### src/rtl/pwr_pkg.sv
package pwr_pkg;

   typedef enum logic [1:0] {
      C_RUN   = 2'd0,
      C_DOZE  = 2'd1,
      C_FLUSH = 2'd2,
      C_NAP   = 2'd3
   } core_st_e;

   typedef enum logic [2:0] {
      CH_L10  = 3'd0,
      CH_L20  = 3'd1,
      CH_L35  = 3'd2,
      CH_DEEP = 3'd3,
      CH_XPWR = 3'd4,
      CH_XCLK = 3'd5
   } chip_st_e;

   localparam logic [1:0] REQ_DOZE = 2'd1;
   localparam logic [1:0] REQ_NAP  = 2'd2;

   localparam logic [1:0] TGT_STAY = 2'd0;
   localparam logic [1:0] TGT_DEEP = 2'd2;

   localparam int         DOM_W    = 3;
   localparam logic [DOM_W-1:0] DOM_FULL = 3'b111;
   localparam logic [DOM_W-1:0] DOM_WAKE = 3'b110;
   localparam logic [DOM_W-1:0] DOM_AON  = 3'b100;

endpackage

### src/rtl/pwr_wake_sync.sv
module pwr_wake_sync #(
   parameter int NUM_WAKE = 4,
   parameter int STAGES   = 1
) (
   input  logic                clk,
   input  logic                rst_n,
   input  logic [NUM_WAKE-1:0] evt,
   input  logic [NUM_WAKE-1:0] mask,
   output logic                hit
);

   initial begin
      assert (NUM_WAKE >= 1) else $error("NUM_WAKE must be at least 1");
      assert (STAGES >= 1)   else $error("STAGES must be at least 1");
   end

   logic [STAGES-1:0] chain;

   always_ff @(posedge clk or negedge rst_n) begin
      if (!rst_n) chain[0] <= 1'b0;
      else        chain[0] <= |(evt & mask);
   end

   for (genvar k = 1; k < STAGES; k++) begin : g_stage
      always_ff @(posedge clk or negedge rst_n) begin
         if (!rst_n) chain[k] <= 1'b0;
         else        chain[k] <= chain[k-1];
      end
   end

   assign hit = chain[STAGES-1];

endmodule

### src/rtl/pwr_core_ctl.sv
module pwr_core_ctl
   import pwr_pkg::*;
(
   input  logic       clk,
   input  logic       rst_n,
   input  logic [1:0] req,
   input  logic       irq,
   input  logic       flush_done,
   input  logic       force_run,
   output logic       halt,
   output logic       clk_en,
   output logic       snoop_en,
   output logic       flush_req,
   output logic       napping
);

   core_st_e st, nxt;

   always_comb begin
      nxt = st;
      if (irq || force_run) begin
         nxt = C_RUN;
      end else begin
         case (st)
            C_RUN: begin
               if (req == REQ_DOZE)     nxt = C_DOZE;
               else if (req == REQ_NAP) nxt = C_FLUSH;
            end
            C_DOZE: begin
               if (req == REQ_NAP)       nxt = C_FLUSH;
               else if (req != REQ_DOZE) nxt = C_RUN;
            end
            C_FLUSH: if (flush_done) nxt = C_NAP;
            C_NAP:   nxt = C_NAP;
            default: nxt = C_RUN;
         endcase
      end
   end

   always_ff @(posedge clk or negedge rst_n) begin
      if (!rst_n) st <= C_RUN;
      else        st <= nxt;
   end

   assign halt      = (st != C_RUN);
   assign clk_en    = (st != C_NAP);
   assign snoop_en  = (st != C_NAP);
   assign flush_req = (st == C_FLUSH);
   assign napping   = (st == C_NAP);

   // Nap is only reached from a flush wait that saw flush_done
   p_nap_after_flush_r3: assert property (@(posedge clk) disable iff (!rst_n)
      $rose(napping) |-> ($past(flush_req) && $past(flush_done)));

   // the flush wait persists until flush_done or a wake
   p_flush_hold_r3: assert property (@(posedge clk) disable iff (!rst_n)
      (flush_req && !flush_done && !irq && !force_run) |=> flush_req);

   // an interrupt always leaves the core running
   p_irq_to_run_r4: assert property (@(posedge clk) disable iff (!rst_n)
      irq |=> !halt);

endmodule

### src/rtl/pwr_chip_seq.sv
module pwr_chip_seq
   import pwr_pkg::*;
(
   input  logic             clk,
   input  logic             rst_n,
   input  logic             aon_ok,
   input  logic             all_nap,
   input  logic [1:0]       target,
   input  logic             wake_hit,
   input  logic             sw_pgood,
   output logic             asleep,
   output logic             tb_clk_en,
   output logic [DOM_W-1:0] dom_clk_en,
   output logic             sw_supply_en,
   output logic             force_run
);

   chip_st_e st, nxt;
   logic     force_q;

   always_comb begin
      nxt = st;
      case (st)
         CH_L10:  if (target != TGT_STAY && all_nap && !wake_hit && !force_q) nxt = CH_L20;
         CH_L20: begin
            if (wake_hit || !all_nap || target == TGT_STAY) nxt = CH_L10;
            else if (target == TGT_DEEP)                    nxt = CH_L35;
         end
         CH_L35: begin
            if (wake_hit || !all_nap || target != TGT_DEEP) nxt = CH_L10;
            else                                            nxt = CH_DEEP;
         end
         CH_DEEP: if (wake_hit) nxt = CH_XPWR;
         CH_XPWR: if (sw_pgood) nxt = CH_XCLK;
         CH_XCLK: nxt = CH_L10;
         default: nxt = CH_L10;
      endcase
   end

   always_ff @(posedge clk or negedge rst_n) begin
      if (!rst_n) begin
         st      <= CH_L10;
         force_q <= 1'b0;
      end else begin
         st      <= nxt;
         force_q <= (nxt == CH_L10) && (st != CH_L10);
      end
   end

   always_comb begin
      case (st)
         CH_L10, CH_XCLK: dom_clk_en = DOM_FULL;
         CH_L20:          dom_clk_en = DOM_WAKE;
         default:         dom_clk_en = DOM_AON;
      endcase
   end

   assign asleep       = (st != CH_L10);
   assign tb_clk_en    = (st == CH_L10);
   assign sw_supply_en = aon_ok && (st != CH_DEEP);
   assign force_run    = force_q;

   // deep sleep is entered only through LPM35
   p_deep_via_l35_r7: assert property (@(posedge clk) disable iff (!rst_n)
      (st == CH_DEEP && $past(st) != CH_DEEP) |-> ($past(st) == CH_L35));

   // clocks return only after power-good was sampled
   p_exit_pgood_r8: assert property (@(posedge clk) disable iff (!rst_n)
      (st == CH_XCLK) |-> ($past(sw_pgood) && $past(st) == CH_XPWR));

   // light sleep is entered only with every core napping
   p_l20_all_nap_r6: assert property (@(posedge clk) disable iff (!rst_n)
      (st == CH_L20 && $past(st) == CH_L10) |-> $past(all_nap));

   // switchable supply never ahead of the always-on supply
   p_supply_aon_r11: assert property (@(posedge clk) disable iff (!rst_n)
      sw_supply_en |-> aon_ok);

endmodule

### src/rtl/lp_state_ctl.sv
module lp_state_ctl
   import pwr_pkg::*;
#(
   parameter int NUM_CORES = 4,
   parameter int NUM_WAKE  = 4,
   parameter int WAKE_SYNC = 1
) (
   input  logic                   clk,
   input  logic                   rst_n,
   input  logic                   aon_ok,
   input  logic [2*NUM_CORES-1:0] core_req,
   input  logic [NUM_CORES-1:0]   core_irq,
   input  logic [NUM_CORES-1:0]   flush_done,
   output logic [NUM_CORES-1:0]   flush_req,
   output logic [NUM_CORES-1:0]   core_halt,
   output logic [NUM_CORES-1:0]   core_clk_en,
   output logic [NUM_CORES-1:0]   core_snoop_en,
   output logic                   tb_clk_en,
   input  logic [1:0]             sleep_target,
   input  logic [NUM_WAKE-1:0]    wake_evt,
   input  logic [NUM_WAKE-1:0]    wake_mask,
   input  logic                   sw_pgood,
   output logic                   asleep,
   output logic [DOM_W-1:0]       dom_clk_en,
   output logic                   sw_supply_en
);

   localparam int REQ_W = 2;

   initial begin
      assert (NUM_CORES >= 1) else $error("NUM_CORES must be at least 1");
   end

   logic [NUM_CORES-1:0] nap_vec;
   logic                 force_run;
   logic                 wake_hit;

   for (genvar i = 0; i < NUM_CORES; i++) begin : g_core
      pwr_core_ctl u_core (
         .clk        (clk),
         .rst_n      (rst_n),
         .req        (core_req[REQ_W*i +: REQ_W]),
         .irq        (core_irq[i]),
         .flush_done (flush_done[i]),
         .force_run  (force_run),
         .halt       (core_halt[i]),
         .clk_en     (core_clk_en[i]),
         .snoop_en   (core_snoop_en[i]),
         .flush_req  (flush_req[i]),
         .napping    (nap_vec[i])
      );
   end

   pwr_wake_sync #(
      .NUM_WAKE (NUM_WAKE),
      .STAGES   (WAKE_SYNC)
   ) u_wake (
      .clk   (clk),
      .rst_n (rst_n),
      .evt   (wake_evt),
      .mask  (wake_mask),
      .hit   (wake_hit)
   );

   pwr_chip_seq u_seq (
      .clk          (clk),
      .rst_n        (rst_n),
      .aon_ok       (aon_ok),
      .all_nap      (&nap_vec),
      .target       (sleep_target),
      .wake_hit     (wake_hit),
      .sw_pgood     (sw_pgood),
      .asleep       (asleep),
      .tb_clk_en    (tb_clk_en),
      .dom_clk_en   (dom_clk_en),
      .sw_supply_en (sw_supply_en),
      .force_run    (force_run)
   );

endmodule

### config.mk
export PLATFORM = sky130hd
export DESIGN_NAME = lp_state_ctl
export DESIGN_NICKNAME = d
export VERILOG_FILES = /design/src/rtl/pwr_pkg.sv /design/src/rtl/pwr_wake_sync.sv /design/src/rtl/pwr_core_ctl.sv /design/src/rtl/pwr_chip_seq.sv /design/src/rtl/lp_state_ctl.sv
export SDC_FILE = /design/constraint.sdc
export NUM_CORES = 1
export LEC_CHECK = 0
export BUFFER_PORTS_ARGS = -buffer_cell sky130_fd_sc_hd__clkbuf_2
export CORE_AREA = 8 8 53 55
export CTS_CLUSTER_DIAMETER = 80
export DETAILED_ROUTE_END_ITERATION = 10
export DIE_AREA = 0 0 61 63
export PLACE_DENSITY = 0.81
export SKIP_CTS_REPAIR_TIMING = 1
export SYNTH_ARGS = -nofsm -noshare
export SYNTH_HDL_FRONTEND = slang
export SYNTH_SLANG_ARGS = --single-unit
### constraint.sdc
create_clock -name clk -period 4.2 [get_ports clk]
set_input_delay 0.42 -clock clk [delete_from_list [all_inputs] [get_ports clk]]
set_output_delay 0.42 -clock clk [all_outputs]
set_load 0.05 [all_outputs]
==> impl_metrics.env <==
export IMPL_outcome="completed"
export IMPL_reg2reg_setup_slack_ns=2.66
export IMPL_p_sw_w=0.0000981
export IMPL_drive_above_1_share_pct=48.1
export IMPL_initial_core_util_pct=42.0
export IMPL_synth_cell_types=27
export IMPL_grt_pass1_vias=862
export IMPL_max_cap_violations=0
export IMPL_synth_fp_nets=127
export IMPL_die_y_um=63
export IMPL_grt_overflow=0
export IMPL_p_leak_nw=0.545
export IMPL_p_per_area_nw_per_um2=279
export IMPL_ff2ff_path_depth=4
export IMPL_placed_cell_area_um2=1020
export IMPL_hp_class="input port to async pin"
export IMPL_grt_pass1_wl_mm=3.35
export IMPL_hpwl_mm=1.75
export IMPL_reg2reg_from="u_seq.st[1]"
export IMPL_p_comb_share_pct=26.8
export IMPL_die_area_um2=3840
export IMPL_dr_pass1_iters=4
export IMPL_crit_type="flop to primary output"
export IMPL_crit_buf_inv=1
export IMPL_intPower_w=0.000193
export IMPL_max_freq_mhz=512
export IMPL_critical_path_top_delay_family="simple AND/OR/NAND/NOR gates"
export IMPL_period_share_pct=46.5
export IMPL_totalWireLength_mm=2.02
export IMPL_rsz0062_at_grt="no"
export IMPL_tritoncts="yes"
export IMPL_io_pins=52
export IMPL_worstMarginPinSlew_ns=0.633
export IMPL_arrival_ns=1.53
export IMPL_setup_viol_count_final=0
export IMPL_portBuffers=50
export IMPL_drc=0
export IMPL_diodes=0
export IMPL_endpoint_kind="primary output"
export IMPL_dp_cells=157
export IMPL_worstPathCellList="and3b_4, and2b_2, clkbuf_2"
export IMPL_swShare_pct=33.6
export IMPL_antenna_found_initial=0
export IMPL_worst_path_max_delay_cell="dfrtp_1"
export IMPL_cp_data_required_time_ns=3.78
export IMPL_startpoint="u_seq.st[2]"
export IMPL_rows=17
export IMPL_path_max_fanout=7
export IMPL_cts_root_buf="clkbuf_4"
export IMPL_max_slew_margin_pct=57.4
export IMPL_vias_per_cell=5.04
export IMPL_fin_area_um2=1050
export IMPL_start_kind="flop"
export IMPL_finalMaxSlewViolations=0
export IMPL_fp_coreArea_um2=2060
export IMPL_synthCells=97
export IMPL_layout_min_cycle_time_ns=1.95
export IMPL_grt_max_degree=14
export IMPL_postRouteAntennaNets=0
export IMPL_clk_pin_slew_ns=0.08
export IMPL_path_depth=3
export IMPL_yosysSeqAreaShare_pct=37.6
export IMPL_finish_net_count=164
export IMPL_seqPwrFrac_pct=47.2
export IMPL_final_hold_viol_count=0
export IMPL_cts_sinks=13
export IMPL_endpoint="sw_supply_en"
export IMPL_die_width_um=61
export IMPL_htreeDepth=1
export IMPL_grt_usage_pct=10.9
export IMPL_wl_per_cell_um=12.6
export IMPL_skew_ns=0.00439
export IMPL_clock_latency_ns=0.27
export IMPL_ys_ff_latch=13
export IMPL_slowest_delay_ns=0.46
export IMPL_vias=811
export IMPL_final_instance_count_excl_fill=161
export IMPL_syn_cell_area_um2=866
export IMPL_tns_ns=0
export IMPL_gp_congestion=0.782
export IMPL_clockBufferDepth=2
export IMPL_avgSynthCellArea_um2=8.93
export IMPL_areaGrowthSynthToFinish_pct=20.8
export IMPL_fin_hold_ws_ns=0.0259
export IMPL_clockPowerShare_pct=26.0
export IMPL_ys_warn_count=0
export IMPL_cts_made_buffers=3
export IMPL_drt_iter0_drc=20
export IMPL_vdd_ir_drop_worst_uv=201
export IMPL_reg2reg_to="u_seq.force_run"
## sequential cells by signal, summed over array words and instances (netlist names)
signal and flops:
g_core.u_core.st 8, u_wake.hit 1, u_seq.st 3, u_seq.force_run 1
## worst reg2reg max path: cells and delay by family, from the launching register on
kind	cells	cell delay, ns
AND/OR/NAND/NOR	1	0.34
flip-flops	1	0.46
AO/OA/AOI/OAI	3	0.65
## worst min-delay path by stage
stage,start,end,cells after the start
after detailed placement,rst_n,g_core[0].u_core.st[1],1
after CTS,rst_n,g_core[2].u_core.st[1],1
after global routing,rst_n,g_core[2].u_core.st[1],1
after floorplan,rst_n,g_core[0].u_core.st[0],0
final,rst_n,u_seq.st[0],1
after global placement,rst_n,g_core[0].u_core.st[1],1
## metal layers
layer | global-route usage [%] | up-vias | wire length [um]
met3 | 6.38 | 0 | 280
li1 | - | 396 | -
met5 | 0 | - | 0
met4 | 2.04 | 0 | 0
met2 | 18.8 | 39 | 992
met1 | 11.0 | 376 | 749
## power by group through the flow
stage,Sequential (W),Clock (W),Combinational [W]
5_1_grt,0.000139,0.0000855,0.0000841
4_1_cts,0.000138,0.0000780,0.0000793
3_3_place_gp,0.000140,0,0.0000776
3_5_place_dp,0.000140,0,0.0000791
6_report,0.000138,0.0000757,0.0000781
2_1_floorplan,0.000139,0,0.0000644
## metrics by stage
| step | util, % | power [W] | worst slack, ns |
|---|---|---|---|
| after floorplan | - | 0.000203 | 2.30 |
| after global placement | 49.4 | 0.000217 | 2.57 |
| after detailed placement | 49.4 | 0.000219 | 2.54 |
| after CTS | 50.7 | 0.000295 | 2.24 |
| after global routing | 50.7 | 0.000309 | 2.13 |
| final | 50.7 | 0.000292 | 2.25 |
## synth_stat cells (all sizes together)
cell type / n / area share, %
nor3: 8 / 4.6
o31a: 4 / 4.0
clkbuf: 1 / 0.43
a22oi: 2 / 1.7
and2b: 1 / 1.0
buf: 17 / 15
or2: 4 / 2.9
a2111oi: 1 / 1.7
nand4b: 1 / 1.0
a21oi: 7 / 4.0
a32oi: 1 / 1.9
nand4: 1 / 0.72
and3b: 1 / 1.4
dfrtp: 13 / 38
o21ai: 5 / 2.9
nand2: 8 / 3.5
inv: 8 / 3.5
xor2: 1 / 1.0
nor2: 3 / 1.3
nor2b: 4 / 2.9
a221o: 1 / 1.3
o31ai: 2 / 3.3
conb: 1 / 0.43
or4: 1 / 1.3
nor4: 1 / 0.72
## cells by family (layout without fill, tap and decap cells)
family	after synthesis	count (layout)	synth area share (%)
AO/OA/AOI/OAI	23	23	21.0
other	1	1	0.433
AND/OR/NAND/NOR	33	33	21.4
buffers and inverters	26	62	18.6
flip-flops	13	13	37.6
XOR/XNOR	1	1	1.01
## area by class of cell
cell class / instances / area [um^2]
Fill cell: 216 / 1020
Multi-Input combinational cell: 58 / 379
Sequential cell: 13 / 325
Timing Repair Buffer: 50 / 250
Tap cell: 28 / 35.0
Inverter: 8 / 30.0
Clock buffer: 4 / 26.3
## cells in the final DEF, fill, tap and decap left out, types with 2 or more instances in the layout
cell type / Yosys / layout
a21oi_1: 7 / 7
clkbuf_4: 0 / 3
clkbuf_2: 0 / 50
nor3_1: 8 / 8
dfrtp_1: 13 / 13
nand2_1: 8 / 8
nor2b_1: 4 / 4
o21ai_0: 4 / 4
a22oi_1: 2 / 2
nor2_1: 3 / 3
inv_1: 8 / 8
o31a_1: 4 / 4
or2_2: 4 / 4
Note: power is estimated with default switching activity, not from simulation.
